### src/rtl/alu_pkg.sv
package alu_pkg;

  typedef enum logic [4:0] {
    OP_ADD = 5'b10000,
    OP_SUB = 5'b10001,
    OP_MUL = 5'b10110,
    OP_DIV = 5'b10111,
    OP_SHR = 5'b11000,
    OP_SHL = 5'b11001,
    OP_XOR = 5'b11010,
    OP_OR  = 5'b11011,
    OP_AND = 5'b11100,
    OP_NOT = 5'b11101,
    OP_CMP = 5'b11110
  } alu_op_e;

  localparam int FLAG_NIB = 4;

  // Field order sets the bit positions: ovf=3, lt=2, gt=1, eq=0
  typedef struct packed {
    logic ovf;
    logic lt;
    logic gt;
    logic eq;
  } cond_nib_t;

endpackage

### src/rtl/alu_arith.sv
module alu_arith #(
  parameter int WIDTH = 16
) (
  input  logic [WIDTH-1:0] a,
  input  logic [WIDTH-1:0] b,
  output logic [WIDTH-1:0] sum,
  output logic             sum_ovf,
  output logic [WIDTH-1:0] diff,
  output logic             diff_clamp,
  output logic [WIDTH-1:0] prod,
  output logic             prod_ovf,
  output logic             rel_lt,
  output logic             rel_gt,
  output logic             rel_eq
);

  localparam int PW = 2 * WIDTH;

  function automatic logic [WIDTH:0] wide_add(input logic [WIDTH-1:0] x, input logic [WIDTH-1:0] y);
    return {1'b0, x} + {1'b0, y};
  endfunction

  function automatic logic [PW-1:0] wide_mul(input logic [WIDTH-1:0] x, input logic [WIDTH-1:0] y);
    return {{WIDTH{1'b0}}, x} * {{WIDTH{1'b0}}, y};
  endfunction

  function automatic logic [WIDTH-1:0] floor_sub(input logic [WIDTH-1:0] x, input logic [WIDTH-1:0] y);
    return (y > x) ? '0 : (x - y);
  endfunction

  logic [WIDTH:0] add_full;
  logic [PW-1:0]  mul_full;

  always_comb begin
    add_full   = wide_add(a, b);
    mul_full   = wide_mul(a, b);
    sum        = add_full[WIDTH-1:0];
    sum_ovf    = add_full[WIDTH];
    diff       = floor_sub(a, b);
    diff_clamp = (b > a);
    prod       = mul_full[WIDTH-1:0];
    prod_ovf   = |mul_full[PW-1:WIDTH];
    rel_lt     = (a < b);
    rel_gt     = (a > b);
    rel_eq     = (a == b);
  end

endmodule

### src/rtl/alu_divider.sv
module alu_divider #(
  parameter int WIDTH = 16
) (
  input  logic [WIDTH-1:0] dividend,
  input  logic [WIDTH-1:0] divisor,
  output logic [WIDTH-1:0] quot,
  output logic [WIDTH-1:0] rem,
  output logic             by_zero
);

  function automatic logic [WIDTH-1:0] safe_quot(input logic [WIDTH-1:0] n, input logic [WIDTH-1:0] d);
    return (d == '0) ? '0 : (n / d);
  endfunction

  function automatic logic [WIDTH-1:0] safe_rem(input logic [WIDTH-1:0] n, input logic [WIDTH-1:0] d);
    return (d == '0) ? '0 : (n % d);
  endfunction

  always_comb begin
    by_zero = (divisor == '0);
    quot    = safe_quot(dividend, divisor);
    rem     = safe_rem(dividend, divisor);
  end

endmodule

### src/rtl/alu_bitops.sv
module alu_bitops #(
  parameter int WIDTH   = 16,
  parameter int SHAMT_W = 8
) (
  input  logic [WIDTH-1:0]   a,
  input  logic [WIDTH-1:0]   b,
  input  logic [SHAMT_W-1:0] shamt,
  output logic [WIDTH-1:0]   shr,
  output logic [WIDTH-1:0]   shl,
  output logic [WIDTH-1:0]   bx,
  output logic [WIDTH-1:0]   bo,
  output logic [WIDTH-1:0]   ba,
  output logic [WIDTH-1:0]   bn
);

  function automatic logic [WIDTH-1:0] move_right(input logic [WIDTH-1:0] v, input logic [SHAMT_W-1:0] n);
    return (int'(n) >= WIDTH) ? '0 : (v >> n);
  endfunction

  function automatic logic [WIDTH-1:0] move_left(input logic [WIDTH-1:0] v, input logic [SHAMT_W-1:0] n);
    return (int'(n) >= WIDTH) ? '0 : (v << n);
  endfunction

  always_comb begin
    shr = move_right(a, shamt);
    shl = move_left(a, shamt);
    bx  = a ^ b;
    bo  = a | b;
    ba  = a & b;
    bn  = ~a;
  end

endmodule

### src/rtl/alu_core.sv
module alu_core
  import alu_pkg::*;
#(
  parameter int WIDTH = 16,
  parameter int IMM_W = 8
) (
  input  logic [4:0]       op_code,
  input  logic [WIDTH-1:0] opnd_a,
  input  logic [WIDTH-1:0] opnd_b,
  input  logic [IMM_W-1:0] imm_val,
  output logic [WIDTH-1:0] res_main,
  output logic [WIDTH-1:0] res_aux,
  output logic             res_we,
  output logic [WIDTH-1:0] flags_word
);

  localparam int PAD_W = WIDTH - FLAG_NIB;

  logic [WIDTH-1:0] sum, diff, prod, quot, rem;
  logic [WIDTH-1:0] shr, shl, bx, bo, ba, bn;
  logic             carry_out, clamp_hit, mul_ovf, div_zero;
  logic             rel_lt, rel_gt, rel_eq;
  logic             is_cmp;
  cond_nib_t        nib;

  alu_arith #(.WIDTH(WIDTH)) u_arith (
    .a(opnd_a), .b(opnd_b),
    .sum(sum), .sum_ovf(carry_out),
    .diff(diff), .diff_clamp(clamp_hit),
    .prod(prod), .prod_ovf(mul_ovf),
    .rel_lt(rel_lt), .rel_gt(rel_gt), .rel_eq(rel_eq)
  );

  alu_divider #(.WIDTH(WIDTH)) u_div (
    .dividend(opnd_a), .divisor(opnd_b),
    .quot(quot), .rem(rem), .by_zero(div_zero)
  );

  alu_bitops #(.WIDTH(WIDTH), .SHAMT_W(IMM_W)) u_bits (
    .a(opnd_a), .b(opnd_b), .shamt(imm_val),
    .shr(shr), .shl(shl), .bx(bx), .bo(bo), .ba(ba), .bn(bn)
  );

  assign is_cmp = (op_code == OP_CMP);

  always_comb begin
    res_main = '0;
    res_aux  = '0;
    res_we   = 1'b1;
    nib      = '0;
    case (op_code)
      OP_ADD: begin res_main = sum;  nib.ovf = carry_out; end
      OP_SUB: begin res_main = diff; nib.ovf = clamp_hit; end
      OP_MUL: begin res_main = prod; nib.ovf = mul_ovf;   end
      OP_DIV: begin res_main = quot; res_aux = rem;       end
      OP_SHR: res_main = shr;
      OP_SHL: res_main = shl;
      OP_XOR: res_main = bx;
      OP_OR:  res_main = bo;
      OP_AND: res_main = ba;
      OP_NOT: res_main = bn;
      OP_CMP: begin
        res_we = 1'b0;
        nib.lt = rel_lt;
        nib.gt = rel_gt;
        nib.eq = rel_eq;
      end
      default: res_we = 1'b0;
    endcase
    flags_word = {{PAD_W{1'b0}}, nib};
  end

endmodule

### config.mk
export PLATFORM = sky130hd
export DESIGN_NAME = alu_core
export DESIGN_NICKNAME = d
export VERILOG_FILES = /design/src/rtl/alu_pkg.sv /design/src/rtl/alu_arith.sv /design/src/rtl/alu_divider.sv /design/src/rtl/alu_bitops.sv /design/src/rtl/alu_core.sv
export SDC_FILE = /design/constraint.sdc
export NUM_CORES = 1
export LEC_CHECK = 0
export ABC_AREA = 1
export BUFFER_PORTS_ARGS = -buffer_cell sky130_fd_sc_hd__buf_2
export CAP_MARGIN = 20
export CORE_ASPECT_RATIO = 0.8
export CORE_MARGIN = 4
export CORE_UTILIZATION = 40
export DETAILED_ROUTE_END_ITERATION = 6
export PLACE_DENSITY = 0.66
export SYNTH_ARGS = -nofsm -noshare
export SYNTH_HDL_FRONTEND = slang
export SYNTH_HIERARCHICAL = 1
export SYNTH_SLANG_ARGS = --single-unit
### constraint.sdc
create_clock -name vclk -period 27.5
set_input_delay 2.75 -clock vclk [all_inputs]
set_output_delay 2.75 -clock vclk [all_outputs]
set_load 0.02 [all_outputs]
==> summary.md <==
| Metric | Value |
|---|---|
| Ports | `94` |
| Crit Path Category | `input port to primary output` |
| Hold Crit Depth | `5` |
| Worst Hold Path EP | `flags_word[1]` |
| Aggregate global-route resource usage | `approximately a quarter` |
| CP Data Arrival Time | `~25 ns` |
| Initial antenna violation count | `2` |
| Fmax | `~36 MHz` |
| Status | `complete, but fails checks` |
| Avg WL per Cell | `between 15 and 20 µm` |
| Final period utilization | `102%` |
| Hpwl dp | `63300 µm` |
| Leading cell types in the layout, fill and taps excluded | `nand2_1 (1062), inv_1 (688), buf_4 (609)` |
| Most common cell after layout, fill and taps aside | `nand2_1` |
| Largest net degree at the start of global routing | `66` |
| Die Y | `approximately 220 µm` |
| Final Hold Vio Count | `0` |
| Fin crit period | `27.94 ns` |
| Share of cells above drive strength 1 | `between 20% and 30%` |
| Critical Path RT | `24.75 ns` |
| Vias in the first global route | `23700` |
| MaxCap Viol Count | `0` |
| Failing checks | `setup timing` |
| Psw | `between 1 and 1.5 mW` |
| FF+latch count | `0` |
| Via count | `approximately 26000` |
| Maximum vdd drop | `roughly 140 µV` |
| Final instance area | `30600 µm²` |
| Final WL | `a little under 90000 µm` |
| Slew Limit Fails | `0` |
| Detail Route Antenna Nets | `0` |
| CTS hold repair buffers | `0` |
| First-pass GRT wire length | `128000 µm` |
| # setup viols final | `17` |
| Area of the die | `59900 µm²` |
| Logic pwr share | `between 90% and 100%` |
| Port Buffers | `82` |
| Int Power | `roughly 0.85 mW` |
| Register area share after synthesis | `0%` |
| Grt total ovfl | `0` |
| CP peak stage delay | `0.33 ns` |
| Crit path max-delay cell type | `a221o_1` |
| Total Power | `between 2 and 2.5 mW` |
| Dpl ws | `-1.39 ns` |
| Crit path setup slack, layout | `-0.435 ns` |
| Hold Path Class | `input port to primary output` |
| P per Cell Area | `about 73 nW/µm²` |
| Lkg Pwr | `between 15 and 20 nW` |
| Synth top area cells | `nand2_1 (19%), fa_1 (18%), ha_1 (17%)` |
| Starting Density | `around two fifths` |
| CP startpoint kind | `input port` |
| Synth top area share | `a little under 20%` |
| DR pass1 iterations | `6` |
| Die width | `between 200 and 300 µm` |
| Placed inst area | `about 27000 µm²` |
| Residual DRC | `0` |
| Part of the power in registers | `0%` |
| Gpl congestion | `~1.0` |
| Sw frac | `between 60% and 70%` |
| Area leader, netlist | `nand2_1` |
| Core Rows | `between 70 and 80` |
| FF+latch area | `0 µm²` |
| Slew HR | `37.5%` |
| CLK BUF | `0` |
| Synth-to-Final Area Change | `36.5%` |
| Post-synthesis instance total | `~3700` |
| Mean Syn Cell Area | `roughly 6.0 µm²` |
| Actual slew at the worst max-slew pin | `~0.94 ns` |
| Drt via density | `about 5.2` |
| Initial DRC Count | `about 2700` |
| RSZ-0062 raised after global routing | `true` |
| Crit end category | `primary output` |
| Critical-path maximum fanout | `9` |
| Clock power share | `0%` |
| Core area | `between 50000 and 60000 µm²` |
| CP dominant cell by count | `nand2_1` |
| Nets@finish | `slightly below 5000` |
| Synth warn | `6` |
| Hold Slack | `roughly 6 ns` |
| Post-synthesis cell area | `22400 µm²` |
| Synth unique cells | `between 60 and 70` |
| Hold wc startpoint | `op_code[1]` |
| Final core utilization | `a little under three fifths` |
-- critical path, delay by kind of cell --
kind / cells / cell delay, ns
adder cells (fa/ha/maj): 15 / 3.82
AND/OR/NAND/NOR: 109 / 10.72
buffers and inverters: 27 / 2.73
XOR/XNOR: 3 / 0.54
AO/OA/AOI/OAI: 30 / 4.56
-- power groups by stage --
stage	registers (mW)	clock network, mW	logic [mW]
2_1_floorplan	0	0	1.47
3_3_place_gp	0	0	2.08
3_5_place_dp	0	0	2.09
4_1_cts	0	0	2.14
5_1_grt	0	0.00000000487	2.52
6_report	0	0.00000000487	2.24
-- per-stage QoR --
stage | TNS (ns) | std cells
2_1_floorplan | 0 | 3742
3_5_place_dp | -22.65 | 4979
3_3_place_gp | -7.38 | 4979
4_1_cts | 0 | 5011
6_report | -6.35 | 5074
5_1_grt | -29.93 | 5074
-- cell families after synthesis --
kind of cell,count (synthesis),share of synthesized area (%)
buffers and inverters,873,15.4
AO/OA/AOI/OAI,316,8.26
other,1,0.0167
XOR/XNOR,97,3.79
AND/OR/NAND/NOR,1942,37.9
adder cells (fa/ha/maj),502,34.6
-- worst max-delay path by stage --
stage	endpoint	slack (ns)	depth (start not counted)	startpoint
floorplan	res_aux[0]	0.02	179	opnd_b[0]
global placement	res_aux[15]	-0.50	180	opnd_b[0]
detailed placement	res_aux[13]	-1.39	177	opnd_b[0]
CTS	res_aux[15]	0.0008	184	opnd_b[1]
global route	res_aux[15]	-1.91	186	opnd_b[1]
finish	res_aux[0]	-0.44	184	opnd_b[1]
-- layer usage --
metal | part of all wire (%) | up-vias | GRT usage (%)
li1 | - | 12800 | -
met1 | 44 | 12300 | 38.7
met2 | 44 | 1166 | 40.3
met3 | 9.0 | 158 | 4.44
met4 | 3.0 | 0 | 6.46
met5 | 0 | - | 0
-- cell usage after synthesis, types with 4 or more instances --
cell and number:
and2_1 24, xnor2_1 37, fa_1 197, nand3_2 31, nand2_4 4, nor2_1 210
o211ai_1 7, a21o_1 8, xor2_1 60, a21oi_1 133, or2_2 32, inv_2 11
inv_1 720, o21ai_1 31, nand3b_1 4, nand2_1 1161, nor2_2 11, buf_4 29
nand4_1 27, nor4_1 10, a31oi_1 4, o21ai_0 74, buf_2 26, a211oi_1 5
ha_1 305, a21oi_2 11, o221ai_1 5, o21bai_1 9, nand2_2 17, nor3_1 24
nand3_1 365, nand3_4 4, clkinv_1 5, nor2_4 4, clkbuf_1 72
-- cell type report --
type               count  area [µm²]
diodes                 1        2.50
multi-input cells   2869       21400
fillers             5205       24800
repair inverters       2        15.0
inverters            738        2820
well taps            750         938
repair buffers       714        5450
-- what timing repair did --
item                                    in CTS  in global routing
setup buffers                               29                 60
resized for setup                          160                405
gates cloned                                 3                  2
pin swaps                                   75                217
endpoints found under the setup margin      17                 18
No activity file was read; power rests on OpenSTA's default activity.
